==> src/rtl/bsa_pkg.sv <==
package bsa_pkg;

  typedef enum logic {
    BSA_IDLE = 1'b0,
    BSA_RUN  = 1'b1
  } bsa_phase_t;

  function automatic int bsa_cnt_w(input int n);
    return (n > 1) ? $clog2(n) : 1;
  endfunction

endpackage

==> src/rtl/bsa_opreg.sv <==
module bsa_opreg #(
  parameter int W = 4
) (
  input  logic         clk,
  input  logic         rst_n,
  input  logic         load_en,
  input  logic         shift_en,
  input  logic [W-1:0] par_i,
  input  logic         ser_i,
  output logic [W-1:0] q_o
);

  logic [W-1:0] q_q;
  logic [W-1:0] q_d;

  // Next state: load wins over shift, otherwise hold
  always_comb begin
    q_d = q_q;
    if (load_en) begin
      q_d = par_i;
    end else if (shift_en) begin
      q_d = {ser_i, q_q[W-1:1]};
    end
  end

  always_ff @(posedge clk or negedge rst_n) begin
    if (!rst_n) begin
      q_q <= '0;
    end else begin
      q_q <= q_d;
    end
  end

  assign q_o = q_q;

endmodule

==> src/rtl/bsa_fa.sv <==
module bsa_fa (
  input  logic x_i,
  input  logic y_i,
  input  logic c_i,
  output logic s_o,
  output logic c_o
);

  logic prop;

  assign prop = x_i ^ y_i;
  assign s_o  = prop ^ c_i;
  assign c_o  = (x_i & y_i) | (prop & c_i);

endmodule

==> src/rtl/bsa_ctrl.sv <==
module bsa_ctrl
  import bsa_pkg::*;
#(
  parameter int N = 4
) (
  input  logic clk,
  input  logic rst_n,
  input  logic load_i,
  input  logic start_i,
  output logic busy_o,
  output logic shift_en_o,
  output logic done_o
);

  localparam int CW = bsa_cnt_w(N);
  localparam logic [CW-1:0] LAST = CW'(N - 1);

  bsa_phase_t    phase_q, phase_d;
  logic [CW-1:0] cnt_q, cnt_d;
  logic          done_q, done_d;

  always_comb begin
    phase_d = phase_q;
    cnt_d   = cnt_q;
    done_d  = 1'b0;
    if (load_i) begin
      phase_d = BSA_IDLE;
      cnt_d   = '0;
    end else if (phase_q == BSA_IDLE) begin
      if (start_i) begin
        phase_d = BSA_RUN;
        cnt_d   = '0;
      end
    end else begin
      if (cnt_q == LAST) begin
        phase_d = BSA_IDLE;
        cnt_d   = '0;
        done_d  = 1'b1;
      end else begin
        cnt_d = cnt_q + 1'b1;
      end
    end
  end

  always_ff @(posedge clk or negedge rst_n) begin
    if (!rst_n) begin
      phase_q <= BSA_IDLE;
      cnt_q   <= '0;
      done_q  <= 1'b0;
    end else begin
      phase_q <= phase_d;
      cnt_q   <= cnt_d;
      done_q  <= done_d;
    end
  end

  assign busy_o     = (phase_q == BSA_RUN);
  assign shift_en_o = (phase_q == BSA_RUN) && !load_i;
  assign done_o     = done_q;

endmodule

==> src/rtl/bitser_adder.sv <==
module bitser_adder #(
  parameter int N = 4
) (
  input  logic         clk,
  input  logic         rst_n,
  input  logic         load_i,
  input  logic         start_i,
  input  logic [N-1:0] a_i,
  input  logic [N-1:0] b_i,
  output logic [N-1:0] sum_o,
  output logic         carry_o,
  output logic         done_o
);

  logic [N-1:0] acc_q;
  logic [N-1:0] addend_q;
  logic         run_busy;
  logic         step_en;
  logic         fa_sum;
  logic         fa_cout;
  logic         cy_q, cy_d;

  bsa_ctrl #(.N(N)) u_ctrl (
    .clk        (clk),
    .rst_n      (rst_n),
    .load_i     (load_i),
    .start_i    (start_i),
    .busy_o     (run_busy),
    .shift_en_o (step_en),
    .done_o     (done_o)
  );

  // Result/first operand: the sum bit enters at the top
  bsa_opreg #(.W(N)) u_acc (
    .clk      (clk),
    .rst_n    (rst_n),
    .load_en  (load_i),
    .shift_en (step_en),
    .par_i    (a_i),
    .ser_i    (fa_sum),
    .q_o      (acc_q)
  );

  // Second operand: zeros enter at the top
  bsa_opreg #(.W(N)) u_addend (
    .clk      (clk),
    .rst_n    (rst_n),
    .load_en  (load_i),
    .shift_en (step_en),
    .par_i    (b_i),
    .ser_i    (1'b0),
    .q_o      (addend_q)
  );

  bsa_fa u_fa (
    .x_i (acc_q[0]),
    .y_i (addend_q[0]),
    .c_i (cy_q),
    .s_o (fa_sum),
    .c_o (fa_cout)
  );

  always_comb begin
    cy_d = cy_q;
    if (load_i) begin
      cy_d = 1'b0;
    end else if (step_en) begin
      cy_d = fa_cout;
    end
  end

  always_ff @(posedge clk or negedge rst_n) begin
    if (!rst_n) begin
      cy_q <= 1'b0;
    end else begin
      cy_q <= cy_d;
    end
  end

  assign sum_o   = acc_q;
  assign carry_o = cy_q;

endmodule

==> config.mk <==
export PLATFORM = sky130hd
export DESIGN_NAME = bitser_adder
export DESIGN_NICKNAME = d
export VERILOG_FILES = /design/src/rtl/bsa_pkg.sv /design/src/rtl/bsa_opreg.sv /design/src/rtl/bsa_fa.sv /design/src/rtl/bsa_ctrl.sv /design/src/rtl/bitser_adder.sv
export SDC_FILE = /design/constraint.sdc
export NUM_CORES = 1
export LEC_CHECK = 0
export BUFFER_PORTS_ARGS = -buffer_cell sky130_fd_sc_hd__buf_4
export CAP_MARGIN = 5
export CORE_AREA = 10 10 47 49
export DETAILED_ROUTE_END_ITERATION = 8
export DIE_AREA = 0 0 57 59
export MAX_ROUTING_LAYER = met4
export PLACE_DENSITY = 0.81
export SETUP_SLACK_MARGIN = 0.05
export SYNTH_ARGS = -nofsm -noshare
export SYNTH_HDL_FRONTEND = slang
export SYNTH_HIERARCHICAL = 1
export SYNTH_SLANG_ARGS = --single-unit
==> constraint.sdc <==
create_clock -name clk -period 1.9 [get_ports clk]
set_clock_uncertainty 0.2 [all_clocks]
set_input_delay 0.095 -clock clk [delete_from_list [all_inputs] [get_ports clk]]
set_output_delay 0.095 -clock clk [all_outputs]
set_load 0.1 [all_outputs]
==> results of run 1 <==
## synthesized netlist by cell type (all sizes together), types with 2 or more instances
library cell | count | area, µm²
nand2 | 8 | 30.0
nor4b | 2 | 17.5
mux2i | 9 | 90.1
buf | 2 | 22.5
dfrtp | 13 | 325
o21ai | 8 | 40.0
a21o | 2 | 15.0
nor2 | 3 | 11.3
## worst paths after layout
path	start	to	slack (ns)	depth (start not counted)
max	u_ctrl/cnt_q[0]	u_ctrl/busy_o	0.20	3
min	u_addend/q_o[2]	u_addend/q_o[1]	0.36	2
max reg2reg	u_ctrl/cnt_q[0]	u_ctrl/busy_o	0.20	3
min reg2reg	u_addend/q_o[2]	u_addend/q_o[1]	0.36	2
max in group asynchronous	rst_n	u_acc/q_o[0]	0.42	3
min in group asynchronous	rst_n	u_addend/q_o[1]	0.67	3
## state kept, by name, indices dropped and copies added (netlist names)
name           count
carry_o            1
u_acc/q_o          4
u_ctrl/busy_o      1
u_ctrl/cnt_q       2
u_ctrl/done_o      1
u_addend/q_o       4
## stage by stage
step                setup slack (ns)  area, µm²
global route                   0.167        980
floorplan                      0.213        618
CTS                            0.217        980
finish                         0.204        980
global placement               0.479        743
detailed placement             0.466        743
## routing by layer
layer / up-vias / GRT usage, % / wire, µm
li1: 263 / - / -
met1: 266 / 10.8 / 605
met2: 15 / 16.1 / 761
met3: 2 / 3.00 / 99
met4: 0 / 5.03 / 13
met5: - / - / 0
## worst max-delay path, stage by stage, from the launching register on
cell	delay, ns
dfrtp_1	0.40
ha_1	0.24
a211oi_1	0.23
dlygate4sd3_1	0.57
## area by class of cell
class | instances | area share [%]
Timing Repair Buffer | 38 | 34.5
Sequential cell | 13 | 33.5
Multi-Input combinational cell | 38 | 27.3
Clock buffer | 4 | 2.68
Tap cell | 16 | 2.04
## cell families (layout without fill, tap and decap cells)
family,Yosys count,in the layout
other,1,1
AND/OR/NAND/NOR,15,15
AO/OA/AOI/OAI,11,11
flip-flops,13,13
adder cells (fa/ha/maj),2,2
buffers and inverters,2,42
multiplexers,9,9
## repair_timing
| action | CTS | global route |
|---|---|---|
| hold buffers | 21 | 0 |
| setup endpoints to repair | 0 | 0 |
| hold endpoints to repair | 25 | 0 |
## power breakdown
part | internal [µW] | total [µW] | switching, µW
clock | 81.3 | 175 | 93.4
sequential | 299 | 317 | 17.8
combinational | 81.4 | 203 | 122
## cells in the final DEF, fill, tap and decap left out, types with 2 or more instances in the layout
master         instances
dlygate4sd3_1         21
buf_4                 17
dfrtp_1               11
mux2i_1                9
nand2_1                8
o21ai_1                8
nor2_1                 3
clkbuf_4               3
dfrtp_2                2
nor4b_1                2
a21o_1                 2
==> flow_summary.json, run 1 <==
{
  "diodes": 0,
  "cts_sinks": 13,
  "finalMaxSlewViolations": 0,
  "floorplan.initialDensity_pct": 43.9,
  "leakage_uw": 0.000452,
  "ys_seq_area_share_pct": 52.8,
  "synth-compound-area-share_pct": 10.2,
  "clkLatencyLatePin_ns": 0.27,
  "cts_root_buf": "clkbuf_4",
  "synth_top_family_by_area": "multiplexers",
  "slew_headroom_pct": 61.6,
  "power_uw": 695,
  "final_cells": 109,
  "synth_cells": 53,
  "status": "complete, no violations",
  "layout.nets": 108,
  "synthesis.nets": 67,
  "synth_area_um2": 616,
  "post_cts_buffers": 0,
  "cts-buffers-inserted": 3,
  "fin_crit_sh_pct": 89.3,
  "synthXorXnorAreaFrac_pct": 0,
  "ys_seq_elements": 13,
  "htree_levels": 1,
  "synthMuxAreaShare_pct": 14.6,
  "die_area_um2": 3360,
  "synthArstFlopShare_pct": 100,
  "drc": 0,
  "setup-tns-final_ns": 0,
  "drt_iter0_markers": 12,
  "finalHoldViolCount": 0,
  "utilization_pct": 69.9,
  "gr-usage-all-layers_pct": 9.93,
  "worst_slew_pin_slew_ns": 0.574,
  "rsz0062_at_grt": "false",
  "timing.fmax_ghz": 0.590,
  "finalSetupViolCount": 0,
  "dr_total_vias": 546,
  "ys_types": 14,
  "rows": 14,
  "drive_gt1_share_pct": 24.7,
  "period_minus_slack_ns": 1.70,
  "synthAdderAreaFrac_pct": 5.28,
  "wire_per_inst_um": 13.6,
  "drt-total-wl_mm": 1.48,
  "clockBufferDepth": 2,
  "antenna_found_initial": 0,
  "holdWs_ns": 0.363,
  "cts_tree": "done",
  "register_area_um2": 328,
  "post-place-cells": 84,
  "worst_setup_path_end_kind": "flop",
  "ant_nets": 0,
  "grt_pass1_vias": 582,
  "io_buffer_count": 17,
  "multiInputGateArea_um2": 268,
  "worstPathMaxFanout": 3,
  "critPathRequiredTime_ns": 1.92,
  "cp-start-kind": "flop",
  "viasPerCell": 5.01,
  "clk_pin_slew_ns": 0.08,
  "worstPathArrival_ns": 1.71,
  "fp.dieW_um": 57,
  "routabilityCongestion": 0.714,
  "yosysWarningCount": 6,
  "die_h_um": 59,
  "grt_pass1_wl_mm": 2.61,
  "cap_violations": 0,
  "ctsResizeCount": 0,
  "synth_edf_count": 0,
  "p_per_area_nw_per_um2": 709,
  "synthFlopType": "dfrtp_1",
  "ir_drop_uv": 492,
  "avgSynthCellArea_um2": 11.6,
  "path_class": "reg2reg",
  "grt_max_degree": 22,
  "fillers": 108,
  "synthSimpleGateAreaFrac_pct": 12.8,
  "area_growth_pct": 59.1,
  "first_pass_iters": 4,
  "hold_class": "reg2reg",
  "core_region_area_um2": 1400,
  "overflow": 0,
  "io_pins": 18
}
Note: power is estimated with default switching activity, not from simulation.
==> run 2: changes to the inputs <==
--- a/config.mk
+++ b/config.mk
@@ -7,11 +7,13 @@
 export LEC_CHECK = 0
 export BUFFER_PORTS_ARGS = -buffer_cell sky130_fd_sc_hd__buf_4
 export CAP_MARGIN = 5
-export CORE_AREA = 10 10 47 49
+export CELL_PAD_IN_SITES_DETAIL_PLACEMENT = 1
+export CELL_PAD_IN_SITES_GLOBAL_PLACEMENT = 1
+export CORE_MARGIN = 10
+export CORE_UTILIZATION = 37
 export DETAILED_ROUTE_END_ITERATION = 8
-export DIE_AREA = 0 0 57 59
 export MAX_ROUTING_LAYER = met4
-export PLACE_DENSITY = 0.81
+export PLACE_DENSITY = 0.82
 export SETUP_SLACK_MARGIN = 0.05
 export SYNTH_ARGS = -nofsm -noshare
 export SYNTH_HDL_FRONTEND = slang
==> flow_summary.json, run 2 (synthesized netlist as in run 1, its figures left out) <==
{
  "status": "complete, no violations",
  "cpPeakStageDelay_ns": 0.58,
  "layout.nets": 107,
  "path_cells": "ha_1 > a211oi_1 > dlygate4sd3_1",
  "hold_buffers": 20,
  "worstPathMaxFanout": 3,
  "clockBufferDepth": 2,
  "rsz0062_at_grt": "false",
  "critPathRequiredTime_ns": 1.91,
  "post_cts_buffers": 0,
  "io_buffer_count": 17,
  "final_cell_area_um2": 970,
  "wire_per_inst_um": 14.4,
  "placed_cell_area_um2": 743,
  "hold_class": "in2async",
  "drc": 0,
  "worst_setup_path_end_kind": "flop",
  "dr_total_vias": 522,
  "path_class": "reg2reg",
  "area_growth_pct": 57.5,
  "ant_nets": 0,
  "finalHoldViolCount": 0,
  "final_cell_mix": "20 x dlygate4sd3_1, 17 x buf_4, 11 x dfrtp_1",
  "die_h_um": 60.8,
  "finalMaxSlewViolations": 0,
  "cts_sinks": 13,
  "cts_tree": "done",
  "routabilityCongestion": 0.696,
  "p_per_area_nw_per_um2": 708,
  "grt_pass1_wl_mm": 2.57,
  "timing.fmax_ghz": 0.577,
  "drt_iter0_markers": 0,
  "antenna_found_initial": 0,
  "dpl.hpwl_um": 976,
  "cp-start-kind": "flop",
  "clk_pin_slew_ns": 0.08,
  "diodes": 0,
  "core_region_area_um2": 1540,
  "slowest_stage": "dlygate4sd3_1",
  "grt_pass1_vias": 543,
  "fp.dieW_um": 60.8,
  "io_pins": 18,
  "finalSetupViolCount": 0,
  "floorplan.initialDensity_pct": 39.9,
  "clkLatencyLatePin_ns": 0.27,
  "cap_violations": 0,
  "htree_levels": 1,
  "overflow": 0,
  "cts-buffers-inserted": 3,
  "viasPerCell": 4.83,
  "fin_crit_sh_pct": 91.3,
  "leakage_uw": 0.000448,
  "final_common_cell": "dlygate4sd3_1",
  "first_pass_iters": 1,
  "setup-tns-final_ns": 0,
  "rows": 14,
  "die_area_um2": 3700,
  "drive_gt1_share_pct": 25.0,
  "grt_max_degree": 22,
  "cp_num_buf_inv": 1,
  "cpLargestDelayFamily": "buffers and inverters",
  "ctsResizeCount": 0,
  "drt-total-wl_mm": 1.56,
  "gr-usage-all-layers_pct": 9.35,
  "cts_root_buf": "clkbuf_4",
  "ir_drop_uv": 403,
  "worstPathArrival_ns": 1.74,
  "period_minus_slack_ns": 1.73
}
-- run 2: worst register-to-register path, stage by stage (launching register included) --
cell           delay, ns
dfrtp_1             0.41
ha_1                0.24
a211oi_1            0.25
dlygate4sd3_1       0.58
-- run 2: layout make-up --
cell class                      instances  area (µm²)
Multi-Input combinational cell         38         268
Fill cell                             166         572
Timing Repair Buffer                   37         328
Sequential cell                        13         328
Tap cell                               16        20.0
Clock buffer                            4        26.3
-- run 2: worst paths after layout --
| path | startpoint | slack (ns) | cells past startpoint | endpoint |
|---|---|---|---|---|
| worst min-delay path | rst_n | 0.003 | 2 | u_acc/q_o[2] |
| max in group asynchronous | rst_n | 1.32 | 2 | u_acc/q_o[0] |
| worst max register to register | u_ctrl/cnt_q[0] | 0.17 | 3 | u_ctrl/busy_o |
| worst max-delay path | u_ctrl/cnt_q[0] | 0.17 | 3 | u_ctrl/busy_o |
| min in group clk | u_addend/q_o[1] | 0.36 | 2 | u_addend/q_o[1] |
| worst min register to register | u_addend/q_o[1] | 0.36 | 2 | u_addend/q_o[1] |
-- run 2: through the flow --
stage / total power [µW] / setup slack, ns / utilization, % / cells / hold slack, ns
after floorplan: 438 / 0.213 / - / 53 / -0.401
after global placement: 488 / 0.475 / 48.2 / 84 / -0.254
after detailed placement: 493 / 0.448 / 48.2 / 84 / -0.252
after CTS: 694 / 0.186 / 62.9 / 108 / 0.00424
after global routing: 732 / 0.0960 / 62.9 / 108 / 0.00137
final: 687 / 0.166 / 62.9 / 108 / 0.00297
-- run 2: layer usage --
metal / GRT usage, % / vias to the layer above / share of wire (%)
li1: - / 260 / -
met1: 10.5 / 249 / 41
met2: 15.0 / 13 / 51
met3: 4.18 / 0 / 8.2
met4: 1.88 / 0 / 0
met5: - / - / 0
-- run 2: report_power, final --
part	switching [µW]	internal, µW
Combinational	122	80.6
Sequential	18.1	299
Clock	85.4	81.1
